**src/rtl/bws_pkg.sv**
```systemverilog
package bws_pkg;
  typedef enum logic [1:0] {
    ST_IDLE,
    ST_FILL,
    ST_ARB,
    ST_DRAIN
  } bws_state_e;
endpackage

```
**src/rtl/bws_fifo.sv**
```systemverilog
module bws_fifo #(
  parameter int DATA_W = 32,
  parameter int DEPTH  = 16,
  localparam int PTR_W = (DEPTH > 1) ? $clog2(DEPTH) : 1,
  localparam int CNT_W = $clog2(DEPTH + 1)
) (
  input  logic              clk,
  input  logic              rst,
  input  logic              push,
  input  logic [DATA_W-1:0] push_data,
  input  logic              pop,
  output logic [DATA_W-1:0] head,
  output logic [CNT_W-1:0]  count,
  output logic              empty
);
  logic [DATA_W-1:0] store [DEPTH];
  logic [PTR_W-1:0]  wr_ptr, rd_ptr;

  function automatic logic [PTR_W-1:0] step(input logic [PTR_W-1:0] p);
    return (p == PTR_W'(DEPTH - 1)) ? '0 : p + 1'b1;
  endfunction

  always_ff @(posedge clk) begin
    if (push) store[wr_ptr] <= push_data;
  end

  always_ff @(posedge clk) begin
    if (rst) begin
      wr_ptr <= '0;
      rd_ptr <= '0;
      count  <= '0;
    end else begin
      if (push) wr_ptr <= step(wr_ptr);
      if (pop)  rd_ptr <= step(rd_ptr);
      case ({push, pop})
        2'b10:   count <= count + 1'b1;
        2'b01:   count <= count - 1'b1;
        default: count <= count;
      endcase
    end
  end

  assign head  = store[rd_ptr];
  assign empty = (count == '0);

  assert_no_overflow_R3: assert property (@(posedge clk) disable iff (rst)
    push |-> (count < CNT_W'(DEPTH)));
  assert_no_underflow_R5: assert property (@(posedge clk) disable iff (rst)
    pop |-> !empty);
endmodule

```
**src/rtl/bws_fill_reader.sv**
```systemverilog
module bws_fill_reader #(
  parameter int ADDR_W = 32,
  parameter int DATA_W = 32,
  parameter int CNT_W  = 5
) (
  input  logic              clk,
  input  logic              rst,
  input  logic              start,
  input  logic [ADDR_W-1:0] start_addr,
  input  logic [CNT_W-1:0]  start_len,
  output logic              rd_en,
  output logic [ADDR_W-1:0] rd_addr,
  input  logic [DATA_W-1:0] rd_data,
  output logic              push,
  output logic [DATA_W-1:0] push_data,
  output logic              fill_done
);
  logic [ADDR_W-1:0] cur_addr;
  logic [CNT_W-1:0]  issue_left, land_left;
  logic              rd_en_q, land_q;
  logic [ADDR_W-1:0] rd_addr_q;

  always_ff @(posedge clk) begin
    if (rst) begin
      cur_addr   <= '0;
      issue_left <= '0;
      land_left  <= '0;
      rd_en_q    <= 1'b0;
      rd_addr_q  <= '0;
      land_q     <= 1'b0;
    end else begin
      land_q <= rd_en_q;
      if (start) begin
        cur_addr   <= start_addr;
        issue_left <= start_len;
        land_left  <= start_len;
        rd_en_q    <= 1'b0;
      end else begin
        if (issue_left != '0) begin
          rd_en_q    <= 1'b1;
          rd_addr_q  <= cur_addr;
          cur_addr   <= cur_addr + 1'b1;
          issue_left <= issue_left - 1'b1;
        end else begin
          rd_en_q <= 1'b0;
        end
        if (land_q) land_left <= land_left - 1'b1;
      end
    end
  end

  assign rd_en     = rd_en_q;
  assign rd_addr   = rd_addr_q;
  assign push      = land_q;
  assign push_data = rd_data;
  assign fill_done = land_q && (land_left == CNT_W'(1));

  assert_addr_step_R2: assert property (@(posedge clk) disable iff (rst)
    (rd_en_q && $past(rd_en_q)) |-> (rd_addr_q == $past(rd_addr_q) + 1'b1));
  assert_land_expected_R2: assert property (@(posedge clk) disable iff (rst)
    land_q |-> (land_left != '0));
endmodule

```
**src/rtl/bus_write_stager.sv**
```systemverilog
module bus_write_stager #(
  parameter int ADDR_W     = 32,
  parameter int DATA_W     = 32,
  parameter int LEN_W      = 16,
  parameter int FIFO_DEPTH = 16,
  localparam int CNT_W     = $clog2(FIFO_DEPTH + 1)
) (
  input  logic              clk,
  input  logic              rst,
  input  logic              req_valid,
  output logic              req_ready,
  input  logic [ADDR_W-1:0] req_src_addr,
  input  logic [ADDR_W-1:0] req_dst_addr,
  input  logic [LEN_W-1:0]  req_len,
  output logic              done,
  output logic              rd_en,
  output logic [ADDR_W-1:0] rd_addr,
  input  logic [DATA_W-1:0] rd_data,
  output logic              bus_req,
  input  logic              bus_gnt,
  output logic              bus_valid,
  input  logic              bus_ready,
  output logic [ADDR_W-1:0] bus_addr,
  output logic [DATA_W-1:0] bus_data
);
  import bws_pkg::*;

  bws_state_e        state;
  logic [ADDR_W-1:0] src_q, dst_q;
  logic [LEN_W-1:0]  remain_q;
  logic              done_q;

  logic              accept, beat, chunk_end, start;
  logic [ADDR_W-1:0] start_addr;
  logic [CNT_W-1:0]  start_len, remain_chunk, req_chunk;
  logic              push, fill_done, fifo_empty;
  logic [DATA_W-1:0] push_data, fifo_head;
  logic [CNT_W-1:0]  fifo_count;

  function automatic logic [CNT_W-1:0] chunk_of(input logic [LEN_W-1:0] n);
    if (n > LEN_W'(FIFO_DEPTH)) return CNT_W'(FIFO_DEPTH);
    else return n[CNT_W-1:0];
  endfunction

  assign req_ready    = (state == ST_IDLE);
  assign accept       = req_valid && req_ready;
  assign bus_req      = (state == ST_ARB) || (state == ST_DRAIN);
  assign bus_valid    = (state == ST_DRAIN) && !fifo_empty;
  assign bus_addr     = dst_q;
  assign bus_data     = fifo_head;
  assign beat         = bus_valid && bus_ready;
  assign chunk_end    = beat && (fifo_count == CNT_W'(1));
  assign req_chunk    = chunk_of(req_len);
  assign remain_chunk = chunk_of(remain_q);
  assign start        = (accept && req_len != '0) || (chunk_end && remain_q != '0);
  assign start_addr   = accept ? req_src_addr : src_q;
  assign start_len    = accept ? req_chunk : remain_chunk;
  assign done         = done_q;

  always_ff @(posedge clk) begin
    if (rst) begin
      state    <= ST_IDLE;
      src_q    <= '0;
      dst_q    <= '0;
      remain_q <= '0;
      done_q   <= 1'b0;
    end else begin
      done_q <= 1'b0;
      case (state)
        ST_IDLE: if (accept) begin
          dst_q <= req_dst_addr;
          if (req_len == '0) begin
            done_q <= 1'b1;
          end else begin
            src_q    <= req_src_addr + ADDR_W'(req_chunk);
            remain_q <= req_len - LEN_W'(req_chunk);
            state    <= ST_FILL;
          end
        end
        ST_FILL: if (fill_done) state <= ST_ARB;
        ST_ARB:  if (bus_gnt) state <= ST_DRAIN;
        ST_DRAIN: begin
          if (beat) dst_q <= dst_q + 1'b1;
          if (chunk_end) begin
            if (remain_q == '0) begin
              state  <= ST_IDLE;
              done_q <= 1'b1;
            end else begin
              src_q    <= src_q + ADDR_W'(remain_chunk);
              remain_q <= remain_q - LEN_W'(remain_chunk);
              state    <= ST_FILL;
            end
          end
        end
        default: state <= ST_IDLE;
      endcase
    end
  end

  bws_fill_reader #(
    .ADDR_W(ADDR_W),
    .DATA_W(DATA_W),
    .CNT_W (CNT_W)
  ) u_reader (
    .clk       (clk),
    .rst       (rst),
    .start     (start),
    .start_addr(start_addr),
    .start_len (start_len),
    .rd_en     (rd_en),
    .rd_addr   (rd_addr),
    .rd_data   (rd_data),
    .push      (push),
    .push_data (push_data),
    .fill_done (fill_done)
  );

  bws_fifo #(
    .DATA_W(DATA_W),
    .DEPTH (FIFO_DEPTH)
  ) u_fifo (
    .clk      (clk),
    .rst      (rst),
    .push     (push),
    .push_data(push_data),
    .pop      (beat),
    .head     (fifo_head),
    .count    (fifo_count),
    .empty    (fifo_empty)
  );

  assert_no_read_during_bus_R3: assert property (@(posedge clk) disable iff (rst)
    bus_req |-> !rd_en);
  assert_req_held_R4: assert property (@(posedge clk) disable iff (rst)
    (state == ST_ARB && !bus_gnt) |=> bus_req);
  assert_beat_hold_R5: assert property (@(posedge clk) disable iff (rst)
    (bus_valid && !bus_ready) |=> (bus_valid && $stable(bus_addr) && $stable(bus_data)));
  assert_beat_addr_step_R5: assert property (@(posedge clk) disable iff (rst)
    (bus_valid && bus_ready) |=> (!bus_valid || bus_addr == $past(bus_addr) + 1'b1));
  assert_done_idle_R7: assert property (@(posedge clk) disable iff (rst)
    done |-> (req_ready && !bus_req));
  assert_zero_len_R8: assert property (@(posedge clk) disable iff (rst)
    (accept && req_len == '0) |=> (done && !bus_req && !rd_en));
  assert_busy_ignore_R9: assert property (@(posedge clk) disable iff (rst)
    (req_valid && !req_ready && state == ST_FILL) |=> (state != ST_IDLE));
endmodule

```
**config.mk**
```make
export PLATFORM = sky130hd
export DESIGN_NAME = bus_write_stager
export DESIGN_NICKNAME = d
export VERILOG_FILES = /design/src/rtl/bws_pkg.sv /design/src/rtl/bws_fifo.sv /design/src/rtl/bws_fill_reader.sv /design/src/rtl/bus_write_stager.sv
export SDC_FILE = /design/constraint.sdc
export NUM_CORES = 1
export LEC_CHECK = 0
export CAP_MARGIN = 30
export CORE_MARGIN = 3
export CORE_UTILIZATION = 27
export DETAILED_ROUTE_END_ITERATION = 16
export GPL_TIMING_DRIVEN = 0
export PLACE_DENSITY_LB_ADDON = 0.25
export SLEW_MARGIN = 5
export SYNTH_ARGS = -nofsm -noshare
export SYNTH_HDL_FRONTEND = slang
export SYNTH_SLANG_ARGS = --single-unit
```
**constraint.sdc**
```tcl
create_clock -name clk -period 4.15 [get_ports clk]
set_input_delay 0.83 -clock clk [delete_from_list [all_inputs] [get_ports clk]]
set_output_delay 0.83 -clock clk [all_outputs]
set_load 0.05 [all_outputs]
```
# Word level (Yosys, flattened, before mapping)

Memory sizes are Yosys's and may differ from the RTL's. A register that Yosys moved wholly into a read port is not among the register bits.
Index checks and enable logic that the tools add are counted.

$add $sub $neg: 12
Magnitude comparators: 2
Equality and inequality tests: 16
Multiplexer cells: 43
Bitwise logic cells: 1
Reduce and logical (&&, ||, !) cells: 26

Operator list:

| operator                | number |
|---|---|
| $mux W32                | 9 |
| $pmux W32 S2            | 2 |
| $add A32 B1 Y32 const B | 2 |
| $add A32 B5 Y32         | 2 |
| $mux W16                | 4 |
| $mux W5                 | 7 |
| $gt A16 B5 Y1 const B   | 2 |
| $logic_not A16 Y1       | 2 |
| $pmux W16 S2            | 1 |
| $reduce_bool A16 Y1     | 2 |
| $sub A16 B5 Y16         | 2 |
| $mux W4                 | 4 |
| $sub A5 B1 Y5 const B   | 3 |
| $ne A2 B2 Y1 const B    | 6 |
| $eq A5 B1 Y1 const B    | 2 |
| $mux W2                 | 5 |
| $pmux W5 S2             | 1 |
| $reduce_and A5 Y1       | 2 |
| $add A4 B1 Y4 const B   | 2 |
| $eq A4 B4 Y1 const B    | 2 |
| $mux W1                 | 8 |
| $pmux W2 S4             | 1 |
| $reduce_bool A2 Y1      | 4 |
| $logic_and A1 B1 Y1     | 7 |
| other kinds (14)        | 18 |

Bits in registers: 172
Bits in writable memories: 512
Bits of input ports: 117
Output and inout bits: 101
Logic and storage cells: 115
Memories: 1

Memory list:

| memory       | words | width | rd ports | clocked after memory_dff | wr ports | RTL line       | source |
|---|---|---|---|---|---|---|---|
| u_fifo.store | 16    | 32    | 1        | 1                        | 1        | bws_fifo.sv:16 | `logic [DATA_W-1:0] store [DEPTH];` |

# Longest topological paths before layout

Word-level depth: 9
Mapped depth: 14
Gate-level depth less buffers: 12

# Hierarchy

A second synthesis with hierarchy kept.

Cell total of the unflattened synthesis: 2325
Area, all modules: 31052.3 um^2

Modules (own cells, without submodules):

| module           | times used | cells each | area an instance (um^2) | seq. area each (um^2) |
|---|---|---|---|---|
| bws_fifo         | 1          | 902        | 20088.0                 | 15715.1 |
| bus_write_stager | 1          | 931        | 7030.5                  | 1661.6 |
| bws_fill_reader  | 1          | 492        | 3933.8                  | 1521.5 |

# Worst setup path after synthesis

Ideal clock, no wire load.

Path kind: input to register
Start: input port req_len[14]
End: register src_q[27]
Arrival: 3.949 ns
Data required time: 4.047 ns
Setup slack: 0.098 ns
Stages on the path: 12
Cells stage by stage: or4_1 -> nor3_1 -> nand3_1 -> inv_1 -> ha_1 -> clkbuf_1 -> a211o_1 -> a31oi_1 -> nor3_2 -> mux2i_1 -> o311ai_0 -> a2111oi_2

Word-level cells in the longest chain between the ends: 6

Ends and longest elaborated chain:

| what                 | RTL line               | source |
|---|---|---|
| from (decl)          | bus_write_stager.sv:14 | `input logic [LEN_W-1:0] req_len,` |
| $gt A16 B5 Y1        | bus_write_stager.sv:41 | `if (n > LEN_W'(FIFO_DEPTH)) return CNT_W'(FIFO_DEPTH);` |
| $mux W5              | bus_write_stager.sv:41 |  |
| $add A32 B5 Y32      | bus_write_stager.sv:75 | `src_q <= req_src_addr + ADDR_W'(req_chunk);` |
| $mux W32             | bus_write_stager.sv:72 | `if (req_len == '0) begin` |
| $mux W32             | bus_write_stager.sv:70 | `ST_IDLE: if (accept) begin` |
| $pmux W32 S2         | bus_write_stager.sv:69 | `case (state)` |
| to (signal assigned) | bus_write_stager.sv:75 |  |
| to (signal assigned) | bus_write_stager.sv:89 | `src_q <= src_q + ADDR_W'(remain_chunk);` |
| to (decl)            | bus_write_stager.sv:29 | `logic [ADDR_W-1:0] src_q, dst_q;` |

Parallel ways exist; a longest one is shown, timed or not. The select of a mux whose other input is x is not followed.
A chain may end at the register's enable or synchronous reset.

# Worst setup path after layout

Start: input port req_len[1]
End: register src_q[27]

Same word-level chain as after synthesis.

==> summary.md <==
| Metric | Value |
|---|---|
| Number of buffers created by CTS | `77` |
| Area leader, netlist | `edfxtp_1` |
| Top-area cell type share of the netlist area | `0.504` |
| Mapped Cells | `2229` |
| Fin. max-slew vios | `0` |
| CP Capture Type | `flip-flop` |
| CP max FO | `8` |
| Final ANT Viol Nets | `0` |
| Die ar. | `0.117 sq mm` |
| Switch Pwr | `6.85 mW` |
| Pwr Density | `533 mW/mm^2` |
| Root buf cell | `clkbuf_16` |
| Post-route minimum period | `4070 ps` |
| Sequential area share after synthesis | `0.619` |
| Area grow syn2layout | `24.1%` |
| Number of port buffers | `215` |
| Detailed Route WL | `101000 um` |
| Hold_buf cts | `0` |
| # fillers | `10935` |
| Top-count cell post-synth | `edfxtp_1` |
| Die Ht | `342 um` |
| Status | `finished, final reports clean` |
| Net Sw Frac | `0.340` |
| Syn. warnings | `0` |
| Fin Hold WS | `455 ps` |
| Crit Path Category | `input pin to flip-flop` |
| TritonCTS clock tree | `built` |
| Ys flop type | `edfxtp_1` |
| IO Pins | `218` |
| CTS Buffer Depth | `3` |
| Async S/R FF share, synth | `0` |
| Core area | `0.111 sq mm` |
| Std cell rows | `122` |
| Required @ worst endpoint | `4690 ps` |
| Unrepaired setup endpoints after global routing | `yes` |
| # DRC | `0` |
| Startpoint types | `input pin` |
| DR vias/cell | `5.17` |
| Avg Cell Area, Syn | `13.7 sq um` |
| Clock-pin slew on the worst setup and hold paths | `50 ps` |
| Total grt overflow | `0` |
| Htree depth | `3` |
| Share of power burned in registers | `0.424` |
| CTS Sinks | `688` |
| Initial Util | `0.274` |
| Share of power burned in combinational logic | `0.245` |
| Achievable Freq | `246 MHz` |
| Synthesis-stage register bit count | `688` |
| WP data arrival | `4610 ps` |
| Largest net degree at the start of global routing | `23` |
| Commonest cells post-synth | `512 x edfxtp_1, 246 x nand2_1, 176 x dfxtp_1` |
| First DRT Iteration DRCs | `1800` |
| Peak VDD IR | `0.325 mV` |
| Final nets | `2719` |
| Vias in the first global route | `21855` |
| Synth top area cells | `edfxtp_1 50%, mux4_2 12%, dfxtp_1 12%` |
| Cell area after synthesis | `0.0305 sq mm` |
| Setup Skew | `40.8 ps` |
| DPL Wire Length | `72200 um` |
| Worst skew pair latency | `650 ps` |
| Hold Crit Class | `flip-flop to flip-flop` |
| Final RePlAce weighted congestion | `0.944` |
| Via count | `21324` |
| Initial antenna violation count | `9` |
| Final worst path period share | `0.980` |
| Clock power frac | `0.330` |
| TritonRoute pass-1 iters | `6` |
| Final setup viols | `0` |
| Least-Margin Pin Slew | `1020 ps` |
| First-pass GRT wire length | `147000 um` |
| Final WS setup | `81.6 ps` |
| Rel. slew slack | `0.323` |
| Hold Fails Final Rpt | `0` |
| Layout cells sized above 1 | `0.163` |
| Pre-CTS WS | `-1350 ps` |
| Max_cap viols | `0` |
| P_int | `13.3 mW` |
| Leak | `12.0 nW` |
| Die W | `342 um` |
| Wirelength per Cell | `24.5 um` |
| GRT Total Usage | `0.170` |
| Post-synth EDFFs | `512` |
| Netlist cell types | `87` |
## stage by stage
stage                util  std cells  cell area [sq um]  TNS [ps]  power (mW)
finish              0.340       4128              37900         0        20.2
global route        0.340       4119              37800     -28.2        21.1
CTS                 0.339       4116              37800         0        20.3
detailed placement  0.316       3975              35200    -37790        13.6
global placement    0.310       3933              34500    -49060        13.5
floorplan               -       2230              30500         0        11.6
## cell usage in the layout, fill, tap and decap left out, drive strengths merged, types with 8 or more instances in the layout
master	count
dlygate4sd2	35
and3	34
o21a	9
o211ai	9
and2	29
xnor2	31
nand2	247
mux2i	19
nand3	55
diode	9
a31oi	21
edfxtp	512
a211oi	45
nor4	33
clkdlybuf4s50	177
dfxtp	176
or3	15
nor3	43
ha	31
inv	39
nand4	33
a21oi	125
xor2	38
nor2b	11
o21ai	78
buf	84
o32ai	8
mux4	160
clkbuf	202
a21o	12
or4	12
a311oi	32
nor2	116
o22ai	12
and4	11
clkinv	27
## state kept, by name (all words and copies together), names as in the netlist, named ones only
| register | cells |
|---|---|
| bus_addr | 32 |
| done | 1 |
| remain_q | 16 |
| src_q | 32 |
| state | 2 |
| u_fifo.count | 5 |
| u_fifo.rd_ptr | 4 |
| u_fifo.store | 512 |
| u_fifo.wr_ptr | 4 |
| u_reader.cur_addr | 32 |
| u_reader.issue_left | 5 |
| u_reader.land_left | 5 |
| u_reader.push | 1 |
| u_reader.rd_addr | 32 |
| u_reader.rd_en | 1 |
## path summary, 6_finish.rpt
| check | from | to | slack (ps) | depth (start not counted) |
|---|---|---|---|---|
| setup / recovery | req_len[1] | src_q[27] | 80 | 14 |
| hold / removal | u_reader.rd_addr[4] | u_reader.rd_addr[4] | 460 | 2 |
| hold reg to reg | u_reader.rd_addr[4] | u_reader.rd_addr[4] | 460 | 2 |
| setup reg to reg | remain_q[11] | src_q[26] | 330 | 14 |
## cells by family (layout without fill, tap and decap cells)
family / count (synthesis) / in the layout / synth area share
buffers and inverters: 172 / 573 / 0.0233
multiplexers: 180 / 180 / 0.125
AO/OA/AOI/OAI: 417 / 417 / 0.0898
flip-flops: 688 / 688 / 0.619
XOR/XNOR: 69 / 69 / 0.0198
other: 1 / 11 / 0.000123
adder cells (fa/ha/maj): 33 / 33 / 0.0140
AND/OR/NAND/NOR: 669 / 669 / 0.109
## metal layers
layer | vias up | share of wire | GRT usage
met4 | 2 | 0.033 | 0.0578
met5 | - | 0.000069 | 0
met1 | 10826 | 0.41 | 0.217
li1 | 9423 | - | -
met3 | 195 | 0.070 | 0.0337
met2 | 878 | 0.49 | 0.288
## critical path, stage by stage
cell and delay [ps]:
dlygate4sd2_1 410, or4_1 560, clkbuf_1 190, a21oi_2 230
nand3_1 170, inv_1 150, ha_1 340, a211o_1 340
a31oi_4 230, buf_4 210, nor3_4 80, mux2i_2 270
o311ai_1 210, a2111oi_2 380
## power by group through the flow
stage	Combinational, mW	Clock, mW	Sequential, mW
after floorplan	2.52	0	9.04
after global placement	4.82	0	8.68
after detailed placement	4.92	0	8.69
after CTS	4.92	6.84	8.55
after global routing	5.32	7.12	8.62
final	4.95	6.67	8.56
## what timing repair did
item | CTS | global route
gates cloned | 0 | 0
pin swaps | 1 | 0
endpoints found under the setup margin | 57 | 24
endpoints found under the hold margin | 0 | 0
gates resized for setup | 91 | 17
setup buffers | 2 | 0
## cell type report
class / instances / area (sq um) / area share
sequential: 688 / 18900 / 0.499
clock buffer: 103 / 2100 / 0.0554
buffer: 133 / 634 / 0.0168
timing repair buffer: 263 / 2840 / 0.0749
clock inverter: 38 / 372 / 0.00982
multi-input combinational: 1370 / 11000 / 0.291
tap: 1488 / 1860 / 0.0492
antenna: 9 / 22.5 / 0.000595
inverter: 36 / 139 / 0.00367
(Power assumes the default switching activity.)
